===== src/rtl/i2c_regport_pkg.sv =====
package i2c_regport_pkg;
  typedef enum logic [2:0] {
    PH_IDLE,
    PH_ADDR,
    PH_PTR,
    PH_WDATA,
    PH_RDATA,
    PH_SKIP
  } phase_t;

  localparam logic [5:0] DEV_PREFIX_DEF = 6'b100111;
endpackage


===== src/rtl/i2c_regport_sync.sv =====
module i2c_regport_sync #(
  parameter int WIDTH  = 2,
  parameter int STAGES = 2
) (
  input  logic             clk,
  input  logic             rst_n,
  input  logic [WIDTH-1:0] din,
  output logic [WIDTH-1:0] dout,
  output logic [WIDTH-1:0] dout_q
);
  // STAGES synchronizer flops plus one extra stage for edge detection
  logic [STAGES:0][WIDTH-1:0] pipe;

  always_ff @(posedge clk or negedge rst_n)
    if (!rst_n) pipe[0] <= '1;
    else        pipe[0] <= din;

  for (genvar k = 1; k <= STAGES; k++) begin : g_stage
    always_ff @(posedge clk or negedge rst_n)
      if (!rst_n) pipe[k] <= '1;
      else        pipe[k] <= pipe[k-1];
  end

  assign dout   = pipe[STAGES-1];
  assign dout_q = pipe[STAGES];
endmodule


===== src/rtl/i2c_regport_ptr.sv =====
module i2c_regport_ptr #(
  parameter int IDX_W = 7
) (
  input  logic             clk,
  input  logic             rst_n,
  input  logic             load,
  input  logic             step,
  input  logic [7:0]       load_val,
  output logic [IDX_W-1:0] idx,
  output logic             ai
);
  localparam logic [IDX_W-1:0] ONE = {{(IDX_W-1){1'b0}}, 1'b1};

  always_ff @(posedge clk or negedge rst_n)
    if (!rst_n) begin
      idx <= '0;
      ai  <= 1'b0;
    end else if (load) begin
      idx <= load_val[IDX_W-1:0];
      ai  <= load_val[7];
    end else if (step && ai) begin
      idx <= idx + ONE;
    end

  AST_PTR_FIXED_NO_AI: assert property (@(posedge clk) disable iff (!rst_n)
    (step && !ai && !load) |=> $stable(idx));
endmodule


===== src/rtl/i2c_regport.sv =====
module i2c_regport
  import i2c_regport_pkg::*;
#(
  parameter logic [5:0] DEV_PREFIX  = DEV_PREFIX_DEF,
  parameter int         IDX_W       = 7,
  parameter int         SYNC_STAGES = 2
) (
  input  logic             clk,
  input  logic             rst_n,
  input  logic             addr_strap,
  input  logic             scl_i,
  input  logic             sda_i,
  output logic             sda_oe,
  output logic             wr_en,
  output logic [IDX_W-1:0] wr_idx,
  output logic [7:0]       wr_data,
  output logic [IDX_W-1:0] rd_idx,
  input  logic [7:0]       rd_data
);
  localparam int CNT_W = 4;

  // Line synchronization and bus events
  logic [1:0] ln_s, ln_q;
  logic scl_s, sda_s, scl_p, sda_p;
  logic ev_start, ev_stop, ev_rise, ev_fall;

  i2c_regport_sync #(.WIDTH(2), .STAGES(SYNC_STAGES)) u_sync (
    .clk   (clk),
    .rst_n (rst_n),
    .din   ({scl_i, sda_i}),
    .dout  (ln_s),
    .dout_q(ln_q)
  );

  assign scl_s = ln_s[1];
  assign sda_s = ln_s[0];
  assign scl_p = ln_q[1];
  assign sda_p = ln_q[0];

  assign ev_start = scl_s & scl_p & sda_p & ~sda_s;
  assign ev_stop  = scl_s & scl_p & ~sda_p & sda_s;
  assign ev_rise  = scl_s & ~scl_p;
  assign ev_fall  = ~scl_s & scl_p;

  // Strap capture on the first clock after reset release
  logic strap_q, strap_done;
  always_ff @(posedge clk or negedge rst_n)
    if (!rst_n) begin
      strap_q    <= 1'b0;
      strap_done <= 1'b0;
    end else if (!strap_done) begin
      strap_q    <= addr_strap;
      strap_done <= 1'b1;
    end

  // Byte sequencer state
  phase_t           phase;
  logic [CNT_W-1:0] bitcnt;
  logic [7:0]       sh, tx;
  logic             in_ack, rw, nack;
  logic             rx_phase, byte_done, addr_hit;
  logic             ptr_load, ptr_step, ptr_ai;
  logic [IDX_W-1:0] ptr_idx;

  assign rx_phase  = (phase == PH_ADDR) || (phase == PH_PTR) || (phase == PH_WDATA);
  assign byte_done = ev_fall && rx_phase && !in_ack && (bitcnt == CNT_W'(8));
  assign addr_hit  = (sh[7:1] == {DEV_PREFIX, strap_q});
  assign ptr_load  = byte_done && (phase == PH_PTR);
  assign ptr_step  = (byte_done && (phase == PH_WDATA)) ||
                     (ev_rise && (phase == PH_RDATA) && in_ack && !sda_s);

  i2c_regport_ptr #(.IDX_W(IDX_W)) u_ptr (
    .clk     (clk),
    .rst_n   (rst_n),
    .load    (ptr_load),
    .step    (ptr_step),
    .load_val(sh),
    .idx     (ptr_idx),
    .ai      (ptr_ai)
  );

  assign rd_idx = ptr_idx;

  always_ff @(posedge clk or negedge rst_n)
    if (!rst_n) begin
      phase   <= PH_IDLE;
      bitcnt  <= '0;
      sh      <= '0;
      tx      <= '0;
      in_ack  <= 1'b0;
      rw      <= 1'b0;
      nack    <= 1'b0;
      sda_oe  <= 1'b0;
      wr_en   <= 1'b0;
      wr_idx  <= '0;
      wr_data <= '0;
    end else begin
      wr_en <= 1'b0;
      if (ev_start) begin
        phase  <= PH_ADDR;
        bitcnt <= '0;
        in_ack <= 1'b0;
        nack   <= 1'b0;
        sda_oe <= 1'b0;
      end else if (ev_stop) begin
        phase  <= PH_IDLE;
        bitcnt <= '0;
        in_ack <= 1'b0;
        nack   <= 1'b0;
        sda_oe <= 1'b0;
      end else begin
        case (phase)
          PH_ADDR, PH_PTR, PH_WDATA: begin
            if (ev_rise && !in_ack && bitcnt != CNT_W'(8)) begin
              sh     <= {sh[6:0], sda_s};
              bitcnt <= bitcnt + CNT_W'(1);
            end
            if (ev_fall) begin
              if (in_ack) begin
                in_ack <= 1'b0;
                bitcnt <= '0;
                sda_oe <= 1'b0;
                if (phase == PH_ADDR) begin
                  if (rw) begin
                    phase  <= PH_RDATA;
                    tx     <= rd_data;
                    sda_oe <= ~rd_data[7];
                  end else begin
                    phase <= PH_PTR;
                  end
                end else begin
                  phase <= PH_WDATA;
                end
              end else if (bitcnt == CNT_W'(8)) begin
                if (phase == PH_ADDR && !addr_hit) begin
                  phase <= PH_SKIP;
                end else begin
                  in_ack <= 1'b1;
                  sda_oe <= 1'b1;
                end
                if (phase == PH_ADDR) rw <= sh[0];
                if (phase == PH_WDATA) begin
                  wr_en   <= 1'b1;
                  wr_idx  <= ptr_idx;
                  wr_data <= sh;
                end
              end
            end
          end
          PH_RDATA: begin
            if (ev_rise && in_ack) nack <= sda_s;
            if (ev_fall) begin
              if (in_ack) begin
                in_ack <= 1'b0;
                bitcnt <= '0;
                if (nack) begin
                  phase  <= PH_SKIP;
                  sda_oe <= 1'b0;
                end else begin
                  tx     <= rd_data;
                  sda_oe <= ~rd_data[7];
                end
              end else if (bitcnt == CNT_W'(7)) begin
                in_ack <= 1'b1;
                sda_oe <= 1'b0;
              end else begin
                bitcnt <= bitcnt + CNT_W'(1);
                tx     <= {tx[6:0], 1'b0};
                sda_oe <= ~tx[6];
              end
            end
          end
          default: ;
        endcase
      end
    end

  AST_OE_MOVES_SCL_LOW: assert property (@(posedge clk) disable iff (!rst_n)
    (sda_oe != $past(sda_oe)) |-> !scl_s);
  AST_SKIP_RELEASED: assert property (@(posedge clk) disable iff (!rst_n)
    (phase == PH_SKIP) |-> !sda_oe);
  AST_WR_SINGLE_PULSE: assert property (@(posedge clk) disable iff (!rst_n)
    wr_en |=> !wr_en);
  AST_STRAP_HELD: assert property (@(posedge clk) disable iff (!rst_n)
    (strap_done && $past(strap_done)) |-> $stable(strap_q));
  AST_WR_ONLY_IN_WRITE: assert property (@(posedge clk) disable iff (!rst_n)
    wr_en |-> (phase == PH_WDATA));
endmodule


===== config.mk =====
export PLATFORM = sky130hd
export DESIGN_NAME = i2c_regport
export DESIGN_NICKNAME = d
export VERILOG_FILES = /design/src/rtl/i2c_regport_pkg.sv /design/src/rtl/i2c_regport_sync.sv /design/src/rtl/i2c_regport_ptr.sv /design/src/rtl/i2c_regport.sv
export SDC_FILE = /design/constraint.sdc
export NUM_CORES = 1
export LEC_CHECK = 0
export CAP_MARGIN = 20
export CORE_MARGIN = 8
export CORE_UTILIZATION = 44
export DETAILED_ROUTE_END_ITERATION = 8
export PLACE_DENSITY_LB_ADDON = 0.12
export SETUP_SLACK_MARGIN = 0.4
export SYNTH_ARGS = -nofsm -noshare
export SYNTH_HDL_FRONTEND = slang
export SYNTH_SLANG_ARGS = --single-unit

===== constraint.sdc =====
create_clock -name clk -period 1.7 [get_ports clk]
set_input_delay 0.34 -clock clk [delete_from_list [all_inputs] [get_ports clk]]
set_output_delay 0.34 -clock clk [all_outputs]
set_load 0.01 [all_outputs]

-- Word-level counts from Yosys, hierarchy flattened
Cells that the tools add are included.
- bits in registers: 58
- word-level logic and storage cells: 159
- input bits: 13
- output and inout port bits: 24
- bitwise gates (word level): 16
- muxes and demuxes: 66
- add/subtract/negate cells: 2
- reductions and logical operators: 34
- equality and inequality tests: 23
- operator list (cell ; number):
    7-bit 2-to-1 mux ; 10
    3-bit 2-to-1 mux ; 11
    1-bit 2-to-1 mux ; 32
    4-bit 2-to-1 mux ; 8
    7-bit AND reduction ; 3
    4-bit != test (second input constant) ; 5
    5-bit != test (second input constant) ; 4
    7-bit case mux with 2 select lines ; 1
    1-bit logical AND ; 13
    2-bit != test (second input constant) ; 5
    10-bit AND reduction ; 1
    1-bit inverter ; 9
    4-bit case mux with 2 select lines ; 1
    7-bit by 1-bit adder with 7-bit output (second input constant) ; 1
    1-bit bitwise AND ; 7
    7-bit == test ; 1
    3-bit by 2-bit == test with 1-bit output (second input constant) ; 2
    3-bit != test (second input constant) ; 2
    3-bit case mux with 2 select lines ; 1
    3-bit AND reduction ; 2
    3-bit nonzero test ; 2
    5-bit AND reduction ; 1
    4-bit by 1-bit adder with 4-bit output (second input constant) ; 1
    4-bit by 3-bit == test with 1-bit output (second input constant) ; 1
    11 further kinds ; 17

-- Logic depth before layout (Yosys ltp)
Gate-level depths: netlist (run 1).
- depth in word-level cells: 11
- mapped depth: 9
- depth with buffers taken out: 7

-- Modules after synthesis
From an unflattened synthesis (run 1), not the netlist that was laid out.
- cells, all modules: 258
- area, all modules: 3022.9 µm²
- by module, submodules not included (module ; sequential area each (µm²) ; area an instance (µm²) ; cells an instance ; instances):
    i2c_regport ; 1101.1 ; 2393.5 ; 199 ; 1
    i2c_regport_ptr ; 200.2 ; 441.7 ; 49 ; 1
    i2c_regport_sync ; 157.7 ; 187.7 ; 10 ; 1

-- Least setup slack after synthesis (run 1)
Ideal clock, no wire load.
- path kind: register -> register
- start: register u_sync.pipe (netlist bit u_sync.dout[1])
- end: register u_ptr.idx[6]
- stages on the path, launching flop included: 7
- arrival: 1.720 ns
- required time: 1.572 ns
- setup slack: -0.148 ns
- path buffers: 1
- setup time: 0.128 ns
- period minus slack after synthesis: 1.848 ns
- cells stage by stage: dfstp_2 -> nand2b_1 -> or3_1 -> buf_6 -> a211oi_2 -> xor2_1 -> mux2_1
- cells in the longest elaborated chain, start to end: 9
- elaborated cells between the ends (all ways): 15
- classes of those cells: mux: 1; bitwise: 3; reduce/logical: 11
- RTL lines (what ; RTL line ; text):
    start: declaration ; i2c_regport_sync.sv:12 ; logic [STAGES:0][WIDTH-1:0] pipe;
    start signal: indexed assignment ; i2c_regport_sync.sv:21 ; else pipe[k] <= pipe[k-1];
    1-bit inverter ; i2c_regport.sv:43 ; assign ev_fall = ~scl_s & scl_p;
    1-bit bitwise AND ; i2c_regport.sv:43 ;
    1-bit logical AND (3 in a row) ; i2c_regport.sv:66 ; assign byte_done = ev_fall && rx_phase && !in_ack && (bitcnt == CNT_W'(8));
    1-bit logical AND ; i2c_regport.sv:69 ; assign ptr_step = (byte_done && (phase == PH_WDATA)) ||
    1-bit logical OR ; i2c_regport.sv:69 ;
    1-bit logical AND ; i2c_regport_ptr.sv:21 ; end else if (step && ai) begin
    2-bit nonzero test (no line) ; - ;
    end signal: assignment ; i2c_regport_ptr.sv:19 ; idx <= load_val[IDX_W-1:0];
    end signal: assignment ; i2c_regport_ptr.sv:22 ; idx <= idx + ONE;
    end: declaration ; i2c_regport_ptr.sv:9 ; output logic [IDX_W-1:0] idx,
Parallel ways exist; a longest one is shown, timed or not.
A chain may end at the register's enable or synchronous reset.

-- Worst setup path in the final report (run 1)
- start: register phase[0]
- end: register u_ptr.idx[1]
- cells in the longest elaborated chain, start to end: 10
- elaborated cells between the ends (all ways): 18
- classes of those cells: eq/ne: 4; mux: 1; reduce/logical: 13
- RTL lines (what ; RTL line ; text):
    start: declaration ; i2c_regport.sv:57 ; phase_t phase;
    start signal: assignment ; i2c_regport.sv:86 ; phase <= PH_IDLE;
    start signal: assignment ; i2c_regport.sv:100 ; phase <= PH_ADDR;
    start signal: assignment ; i2c_regport.sv:106 ; phase <= PH_IDLE;
    3-bit by 1-bit == test with 1-bit output / 3-bit by 2-bit == test with 1-bit output (equally long branches) ; i2c_regport.sv:65, i2c_regport.sv:68 ;
    1-bit logical OR (2 in a row) ; i2c_regport.sv:65 ; assign rx_phase = (phase == PH_ADDR) || (phase == PH_PTR) || (phase == PH_WDATA);
    1-bit logical AND (3 in a row) ; i2c_regport.sv:66 ;
    1-bit logical AND ; i2c_regport.sv:69 ;
    1-bit logical OR ; i2c_regport.sv:69 ;
    1-bit logical AND ; i2c_regport_ptr.sv:21 ;
    2-bit nonzero test (no line) ; - ;
Parallel ways exist; a longest one is shown, timed or not.

==> impl_metrics.py, run 1 <==
metrics = {
    "timing": {
        "rsz0062_at_grt": "yes",
        "min_period_ns": 1.825,
        "skew_ns": 0.006785,
        "whs_ns": 0.3557,
        "fmax_mhz": 547.9,
        "hold_violations": 0,
        "fin_crit_sh": 1.074,
        "fin_ws_ns": -0.1253,
        "finalMaxSlewViolations": 0,
        "setup_violations": 25,
    },
    "outcome": {
        "status": "finished, violations left",
        "violations": "setup timing",
    },
    "layout": {
        "final_area_mm2": 0.004533,
        "fillCellCount": 509,
        "layout_commonest_cell": "nand2_1",
        "finalNetCount": 411,
        "final_cell_mix": "nand2_1, buf_4, dfrtp_1",
        "areaGrowthSynthToFinish_pct": 51.91,
        "drive_gt1_frac": 0.5250,
        "antenna_cells": 0,
        "finalNonFillerCells": 480,
    },
    "setup_path": {
        "rr_startpoint": "phase[0]",
        "crit_type": "register to register",
        "r2r_slack_ns": -0.13,
        "max_stage_delay_ns": 0.42,
        "critPathMostFrequentCell": "mux2i_1",
        "r2r_end": "u_ptr.idx[1]",
        "worstPathArrival_ns": 2.05,
        "worst_setup_path_start_kind": "register",
        "crit_path_end_kind": "register",
        "cp.required_ns": 1.92,
        "reg2regPathDepth": 6,
        "worstPathCellList": "nand4bb_4 -> or3_4 -> buf_6 -> a21boi_4 -> mux2i_1 -> mux2i_1",
        "critPathMaxFanout": 5,
        "cp_slowest_cell": "dfrtp_1",
    },
    "routing": {
        "vias": 2428,
        "dr_wl_met3_um": 231,
        "first_iter_violations": 85,
        "ant_nets": 0,
        "dr_wl_met2_um": 3611,
        "drc": 0,
        "avgViaCountPerCell": 5.058,
        "wl_met1_um": 3612,
        "top_layer": "met4",
        "wl_per_cell_um": 15.77,
        "dr.pass1.iters": 5,
        "drt-total-wl_um": 7571,
    },
    "clocking": {
        "htreeDepth": 3,
        "cts_buffers": 9,
        "root_buffer": "clkbuf_8",
        "clkTransAtPathRegs_ns": 0.07,
        "cts_tree": "done",
        "clock_path_buffers": 2,
        "clk-insertion-delay-late_ns": 0.34,
        "numClockSinks": 58,
    },
    "worst_hold_path": {
        "worstHoldStart": "u_sync.pipe[1]",
        "hold_depth": 0,
        "worstHoldEndpoint": "u_sync.dout[1]",
        "worstHoldPathType": "register to register",
    },
    "floorplanning": {
        "die_height_um": 98.36,
        "start_util": 0.4466,
        "die_x_um": 98.36,
        "io_pins": 37,
        "die_area_mm2": 0.009674,
        "core_region_area_mm2": 0.006681,
        "row_count": 30,
    },
    "power_and_ir_drop": {
        "fin_total_pwr_mw": 4.165,
        "peakVddDrop_v": 0.0005684,
        "leakage_nw": 2.137,
        "p_per_area_mw_per_mm2": 918.9,
    },
    "synth": {
        "synth_edf_count": 0,
        "synth_area_leaders": "dfrtp_1, nand2_1, mux2_2",
        "syn_nets": 295,
        "syn_avg_cell_area_um2": 10.70,
        "syn_inst": 279,
        "synth.distinct_cells": 56,
        "synth-seq-cells": 58,
        "yosysWarningCount": 0,
        "yosys.area.top_type": "dfrtp_1",
        "async_flop_share": 1.000,
        "yosysSeqAreaShare": 0.4889,
        "synth_top_area_frac": 0.4361,
        "synth_ff_type": "dfrtp_1",
        "netlist_area_mm2": 0.002984,
    },
    "global_routing": {
        "grt_pass1_wl_um": 12820,
        "grt_antenna_before_repair": 0,
        "grtUsageTotal": 0.1655,
        "gr-total-overflow": 0,
        "grt_pass1_vias": 2606,
        "grt_max_degree": 48,
    },
    "flow_run": {
        "max_cap_violations": 0,
    },
    "placement": {
        "portBuffers": 36,
        "place_ws_ns": -0.2362,
        "dp.cells": 434,
        "dpl.hpwl_um": 5053,
        "place_area_mm2": 0.003884,
        "globalplace.congestion": 0.8103,
    },
}
-- per-stage QoR --
| stage | util | setup TNS (ns) |
|---|---|---|
| floorplan | - | -0.8565 |
| global placement | 0.5813 | -3.187 |
| detailed placement | 0.5813 | -3.814 |
| CTS | 0.6506 | -1.631 |
| global route | 0.6785 | -4.400 |
| finish | 0.6785 | -2.013 |
-- sequential cells by signal, summed over array words and instances, names as in the netlist --
| register | flops |
|---|---|
| sh | 8 |
| wr_data | 8 |
| tx | 7 |
| u_ptr.idx | 7 |
| wr_idx | 7 |
| bitcnt | 4 |
| phase | 3 |
| u_sync.dout | 2 |
| u_sync.dout_q | 2 |
| u_sync.pipe | 2 |
| in_ack | 1 |
| nack | 1 |
| rw | 1 |
| sda_oe | 1 |
| strap_done | 1 |
| strap_q | 1 |
| u_ptr.ai | 1 |
| wr_en | 1 |
-- worst max-delay path by stage --
stage,startpoint,end,slack (ns),depth (start not counted)
6_report,phase[0],u_ptr.idx[1],-0.13,6
5_1_grt,phase[0],tx[1],-0.18,5
4_1_cts,phase[0],tx[1],-0.13,5
3_5_place_dp,bitcnt[0],u_ptr.idx[1],-0.24,8
3_3_place_gp,phase[1],tx[1],-0.17,4
2_1_floorplan,phase[0],tx[1],-0.1,5
-- timing repair --
item	in CTS	in global routing
pin swaps	22	20
hold buffers	1	0
setup buffers	22	5
gates cloned	1	1
gates resized for setup	139	36
hold endpoints to repair	11	0
endpoints found under the setup margin	73	53
-- area by class of cell --
cell class | instances | area (um^2) | area share
repair buffers | 116 | 985.9 | 0.2175
multi-input cells | 203 | 1764 | 0.3892
clock inverters | 4 | 26.28 | 0.005796
repair inverters | 1 | 11.26 | 0.002484
flip-flops and latches | 58 | 1460 | 0.3221
well taps | 80 | 100.1 | 0.02208
clock buffers | 12 | 155.1 | 0.03423
inverters | 6 | 30.03 | 0.006624
-- power by group --
part           internal, mW  leakage [nW]  switching, mW  total (mW)
clock                 0.606        0.0924          0.572        1.18
sequential             1.55         0.747          0.136        1.69
combinational         0.738          1.30          0.563        1.30
-- Yosys cell counts, drive strengths merged, types with 5 or more instances --
library cell  count
dfstp             6
inv               6
o21ai            15
nor2              9
xor2              5
mux2             26
nand2b            5
buf              11
nand3             8
a21oi            10
dfrtp            52
nand2            65
-- per-layer routing --
metal,vias up,global-route usage
met4,0,0.05785
met3,11,0.04339
met5,-,0
met1,1179,0.2162
met2,34,0.2575
li1,1204,-
-- cells by family (layout without fill, tap and decap cells) --
logic type / count (synthesis) / after routing / synth area share
flops: 58 / 58 / 0.4889
mux: 30 / 30 / 0.1203
buf+inv: 18 / 139 / 0.03522
compound gates: 46 / 46 / 0.1161
xor+xnor: 9 / 9 / 0.02641
simple gates: 114 / 114 / 0.1992
other cells: 1 / 1 / 0.001257
fa+ha+maj: 3 / 3 / 0.01258
-- critical path: cells and delay by family, from the launching register on --
family / cells / cell delay [ns]
AND/OR/NAND/NOR: 2 / 0.65
flip-flops: 1 / 0.42
multiplexers: 2 / 0.32
AO/OA/AOI/OAI: 1 / 0.17
buffers and inverters: 1 / 0.15
No activity file was read; power rests on OpenSTA's default activity.
==> run 2: changes to the inputs <==
Settings changed: SETUP_SLACK_MARGIN 0.4 to 0.2.
==> run 2 against run 1 <==
  * The flow finishes with violations (hold timing, setup timing)
  * Total power grew 2.0%
  * Via count is 1.7% higher
  * Wire length increased by 5.2%
  * Critical path depth down 1
  * Non-clock buffer count decreased by 6
  * Clock skew increased by 0.0034 ns
  * Global-route usage up 0.11 points
  * Clock-buffer cell count rose by 2
  * Clock power about the same
  * First-iteration DRC count fell by 25%
  * Maximum frequency is 2.0% lower
  * Critical path type unchanged
  * Critical endpoint is now tx[0]
  * Largest cell class unchanged
  * Largest power group unchanged
==> impl_metrics.py, run 2 (synthesized netlist as in run 1, its figures left out) <==
metrics = {
    "outcome": {
        "status": "finished, violations left",
        "violations": "hold timing, setup timing",
    },
    "routing": {
        "first_iter_violations": 64,
        "drt-total-wl_um": 7968,
        "avgViaCountPerCell": 5.220,
        "wl_per_cell_um": 16.85,
        "ant_nets": 0,
        "dr.pass1.iters": 4,
        "vias": 2469,
        "drc": 0,
    },
    "setup_path": {
        "critPathMaxFanout": 7,
        "worstPathCellList": "or3b_4 -> nor4_4 -> o22ai_4 -> buf_12 -> mux2_4",
        "cp.required_ns": 1.92,
        "crit_path_end_kind": "register",
        "worstPathArrival_ns": 2.08,
        "reg2regPathDepth": 5,
        "critical_path.top_delay_family": "simple AND/OR/NAND/NOR gates",
        "r2r_slack_ns": -0.16,
        "path_buf_inv": 1,
        "cp_slowest_cell": "or3b_4",
        "rr_startpoint": "phase[0]",
        "worst_setup_path_start_kind": "register",
        "max_stage_delay_ns": 0.47,
        "crit_type": "register to register",
        "r2r_end": "tx[0]",
    },
    "placement": {
        "place_ws_ns": -0.1946,
        "dpl.hpwl_um": 5209,
        "portBuffers": 36,
        "globalplace.congestion": 0.8438,
        "dp.cells": 435,
    },
    "layout": {
        "areaGrowthSynthToFinish_pct": 59.16,
        "final_cell_mix": "dfrtp_1, buf_4, nand2_1",
        "antenna_cells": 0,
        "finalNonFillerCells": 473,
        "top_regs": "sh (8), wr_data (8)",
        "drive_gt1_frac": 0.5369,
        "layout_commonest_cell": "dfrtp_1",
        "finalNetCount": 404,
    },
    "clocking": {
        "ctsHoldBuffers": 0,
        "htreeDepth": 3,
        "cts_tree": "done",
        "clk-insertion-delay-late_ns": 0.34,
        "numClockSinks": 58,
        "clkTransAtPathRegs_ns": 0.07,
        "clock_path_buffers": 2,
        "root_buffer": "clkbuf_8",
        "cts_buffers": 9,
    },
    "global_routing": {
        "grtUsageTotal": 0.1666,
        "grt_max_degree": 59,
        "grt_antenna_before_repair": 0,
        "grt_pass1_vias": 2601,
        "gr-total-overflow": 0,
        "grt_pass1_wl_um": 12960,
    },
    "power_and_ir_drop": {
        "p_per_area_mw_per_mm2": 894.9,
        "peakVddDrop_v": 0.0004996,
        "leakage_nw": 2.313,
    },
    "timing": {
        "min_period_ns": 1.862,
        "skew_ns": 0.01014,
        "finalMaxSlewViolations": 0,
        "hold_violations": 2,
        "fin_setup_tns_ns": -2.227,
        "whs_ns": -0.006241,
        "setup_violations": 30,
        "fin_ws_ns": -0.1623,
        "fin_crit_sh": 1.095,
        "rsz0062_at_grt": "yes",
        "fmax_mhz": 537.0,
    },
    "floorplanning": {
        "row_count": 30,
        "start_util": 0.4466,
        "die_x_um": 98.36,
        "die_height_um": 98.36,
        "core_region_area_mm2": 0.006681,
        "die_area_mm2": 0.009674,
        "io_pins": 37,
    },
    "flow_run": {
        "max_cap_violations": 0,
    },
    "worst_hold_path": {
        "worstHoldPathType": "primary input to async pin",
    },
}
## run 2: layer usage
layer | part of all wire | global-route usage | up-vias
met5 | 0 | 0 | -
met4 | 0.016 | 0.06612 | 0
met3 | 0.042 | 0.04196 | 13
met2 | 0.47 | 0.2491 | 52
met1 | 0.47 | 0.2240 | 1214
li1 | - | - | 1190
## run 2: worst max-delay path by stage
stage | startpoint | slack [ns] | cells past startpoint | endpoint
floorplan | phase[0] | -0.1 | 5 | tx[1]
global placement | phase[1] | -0.15 | 4 | tx[1]
detailed placement | phase[1] | -0.19 | 4 | tx[3]
CTS | phase[0] | -0.12 | 5 | tx[0]
global route | phase[0] | -0.20 | 5 | tx[0]
finish | phase[0] | -0.16 | 5 | tx[0]
## run 2: through the flow
stage / power, mW / hold slack (ns) / util / instance area (um^2)
after floorplan: 2.260 / 0.04441 / - / 3126
after global placement: 2.698 / 0.3452 / 0.5843 / 3904
after detailed placement: 2.726 / 0.3516 / 0.5843 / 3904
after CTS: 4.022 / 0.008331 / 0.6607 / 4414
after global routing: 4.459 / 0.008435 / 0.7109 / 4750
final: 4.250 / -0.006241 / 0.7109 / 4750
## run 2: report_power, final
group,internal [mW],switching [mW],total [mW]
combinational,0.745,0.627,1.37
clock,0.611,0.570,1.18
sequential,1.55,0.148,1.70
total,2.91,1.34,4.25
## run 2: final cells by class
type,count,area [um^2]
multi-input cells,203,1916
well taps,80,100.1
repair buffers,110,1066
fillers,484,1932
inverters,6,30.03
flip-flops and latches,58,1461
clock buffers,14,162.7
clock inverters,2,13.76
## run 2: what timing repair did
| action | 4_1_cts | 5_1_grt |
|---|---|---|
| pin swaps | 26 | 33 |
| setup buffers | 14 | 7 |
| endpoints found under the setup margin | 72 | 51 |
| gates cloned | 1 | 0 |
| resized for setup | 88 | 74 |
==> run 3: changes to the inputs <==
Settings changed: SYNTH_HIERARCHICAL from default to 1.
==> run 3 against run 2 <==
  * The run ends with setup timing left
  * Clock-buffer cell count is 3 lower
  * Cell count shrank 4.4%
  * Combinational power up 50%
  * Flip-flop and latch count unchanged
  * Register-to-register slack lost 0.18 ns
  * First-iteration DRC count up 23%
  * Highest routed layer unchanged
==> impl_metrics.py, run 3 <==
metrics = {
    "clocking": {
        "clk-insertion-delay-late_ns": 0.35,
        "cts_buffers": 9,
        "htreeDepth": 3,
        "root_buffer": "clkbuf_8",
        "cts_tree": "done",
        "clock_path_buffers": 2,
        "numClockSinks": 58,
        "clkTransAtPathRegs_ns": 0.07,
    },
    "timing": {
        "hold_violations": 0,
        "min_period_ns": 2.046,
        "finalMaxSlewViolations": 0,
        "fin_ws_ns": -0.3457,
        "skew_ns": 0.008975,
        "fmax_mhz": 488.8,
        "setup_violations": 48,
        "rsz0062_at_grt": "yes",
        "fin_crit_sh": 1.203,
    },
    "routing": {
        "avgViaCountPerCell": 5.243,
        "wl_per_cell_um": 15.60,
        "dr.pass1.iters": 4,
        "drt-total-wl_um": 7052,
        "ant_nets": 0,
        "first_iter_violations": 79,
        "vias": 2370,
        "drc": 0,
    },
    "layout": {
        "drive_gt1_frac": 0.4543,
        "areaGrowthSynthToFinish_pct": 49.71,
        "layout_commonest_cell": "buf_4",
        "fillCellCount": 500,
        "top_regs": "sh (8), wr_data (8)",
        "finalNetCount": 383,
        "antenna_cells": 0,
        "final_util": 0.6736,
        "final_area_mm2": 0.004526,
        "final_cell_mix": "buf_4, dfrtp_1, dlygate4sd2_1",
    },
    "setup_path": {
        "max_stage_delay_ns": 0.38,
        "cp_slowest_cell": "dfrtp_1",
        "cp.required_ns": 1.92,
        "crit_type": "register to register",
        "worst_setup_path_start_kind": "register",
        "critPathMostFrequentCell": "buf_4",
        "worstPathArrival_ns": 2.27,
        "critical_path.top_delay_family": "simple AND/OR/NAND/NOR gates",
        "path_buf_inv": 4,
        "crit_path_end_kind": "register",
        "critPathMaxFanout": 16,
        "worstPathCellList": "inv_1 -> ha_2 -> nand3b_1 -> nor3b_4 -> nand4b_4 -> buf_4 -> buf_4 -> buf_12 -> mux2_1",
    },
    "synth": {
        "synth_top_area_frac": 0.4305,
        "netlist_area_mm2": 0.003023,
        "yosysSeqAreaShare": 0.4826,
        "syn_avg_cell_area_um2": 11.72,
        "yosys.area.top_type": "dfrtp_1",
        "yosysWarningCount": 6,
        "synth.distinct_cells": 58,
        "async_flop_share": 1.000,
        "synth_area_leaders": "dfrtp_1, mux2_4, mux2_1",
        "ys_top_cells_by_count": "dfrtp_1, nand2_1, mux2_1",
        "synth_edf_count": 0,
        "syn_inst": 258,
        "synth.most_common_cell": "dfrtp_1",
        "syn_nets": 274,
        "synth-seq-cells": 58,
        "synth_ff_type": "dfrtp_1",
    },
    "placement": {
        "globalplace.congestion": 0.8603,
        "portBuffers": 36,
        "place_area_mm2": 0.003949,
        "dpl.hpwl_um": 4789,
    },
    "global_routing": {
        "grt_pass1_vias": 2446,
        "grtUsageTotal": 0.1526,
        "gr-total-overflow": 0,
        "grt_antenna_before_repair": 0,
        "grt_max_degree": 36,
        "grt_pass1_wl_um": 11890,
    },
    "worst_hold_path": {
        "worstHoldPathType": "register to register",
    },
    "outcome": {
        "status": "finished, violations left",
        "violations": "setup timing",
    },
    "flow_run": {
        "max_cap_violations": 0,
    },
    "floorplanning": {
        "die_height_um": 98.89,
        "die_x_um": 98.89,
        "row_count": 30,
        "core_region_area_mm2": 0.006719,
        "start_util": 0.4499,
        "io_pins": 37,
        "die_area_mm2": 0.009778,
    },
    "power_and_ir_drop": {
        "leakage_nw": 2.227,
        "peakVddDrop_v": 0.0006344,
        "fin_total_pwr_mw": 5.124,
        "p_per_area_mw_per_mm2": 1132,
    },
}
-- run 3: cell types whose count changed in the layout (fill, tap and decap cells not counted), moves of 12 or more --
cell and delta:
nand2_1 -15, mux2_1 +15, nand2_4 -12, nand2_2 -19, buf_4 +13
-- run 3: final timing paths --
| kind | start | end | slack [ns] | depth (start not counted) |
|---|---|---|---|---|
| max reg2reg | bitcnt[1] | wr_data[1] | -0.35 | 9 |
| max in group asynchronous | rst_n | sh[6] | 0.63 | 4 |
| min in group asynchronous | rst_n | bitcnt[3] | 0.43 | 2 |
| min | u_sync/pipe[1] | u_sync/dout[1] | 0.36 | 0 |
| max | bitcnt[1] | wr_data[1] | -0.35 | 9 |
| min reg2reg | u_sync/pipe[1] | u_sync/dout[1] | 0.36 | 0 |
-- run 3: area by class of cell --
class	count	area (um^2)	area share
Sequential cell	58	1461	0.3229
Inverter	9	35.03	0.007741
Clock inverter	5	53.80	0.01189
Tap cell	80	100.1	0.02212
Multi-Input combinational cell	174	1672	0.3694
Clock buffer	11	141.4	0.03124
Timing Repair Buffer	115	1062	0.2347
-- run 3: layer usage --
layer / global-route usage / vias up / share of wire
met5: 0 / - / 0
met1: 0.1899 / 1183 / 0.46
met3: 0.04722 / 8 / 0.046
met4: 0.06612 / 0 / 0.015
met2: 0.2375 / 34 / 0.48
li1: - / 1145 / -
-- run 3: power by group --
part | leakage, nW | total [mW] | internal (mW) | switching [mW]
Sequential | 0.740 | 1.79 | 1.64 | 0.154
Combinational | 1.38 | 2.06 | 1.21 | 0.846
Clock | 0.103 | 1.27 | 0.711 | 0.558
Total | 2.23 | 5.12 | 3.57 | 1.56
-- run 3: cell families after synthesis --
family | count (synthesis) | share of synthesized area
buf+inv | 26 | 0.04470
mux | 41 | 0.1689
flops | 58 | 0.4826
fa+ha+maj | 3 | 0.01242
compound gates | 46 | 0.1105
simple gates | 77 | 0.1623
other cells | 1 | 0.001241
xor+xnor | 6 | 0.01739
-- run 3: repair_timing --
item | 4_1_cts | 5_1_grt
pin swaps | 17 | 19
setup endpoints to repair | 73 | 52
endpoints found under the hold margin | 13 | 0
gates resized for setup | 65 | 21
setup buffers | 13 | 6
hold buffers | 1 | 0
gates cloned | 0 | 0
-- run 3: through the flow --
step | TNS (ns) | setup WS (ns) | std cells | hold WS, ns
2_1_floorplan | -10.60 | -0.6102 | 258 | 0.04441
3_3_place_gp | -6.837 | -0.2591 | 416 | 0.2705
3_5_place_dp | -7.829 | -0.3314 | 416 | 0.2667
4_1_cts | -9.001 | -0.3414 | 446 | 0.3577
5_1_grt | -16.17 | -0.5053 | 452 | 0.3589
6_report | -11.28 | -0.3457 | 452 | 0.3552
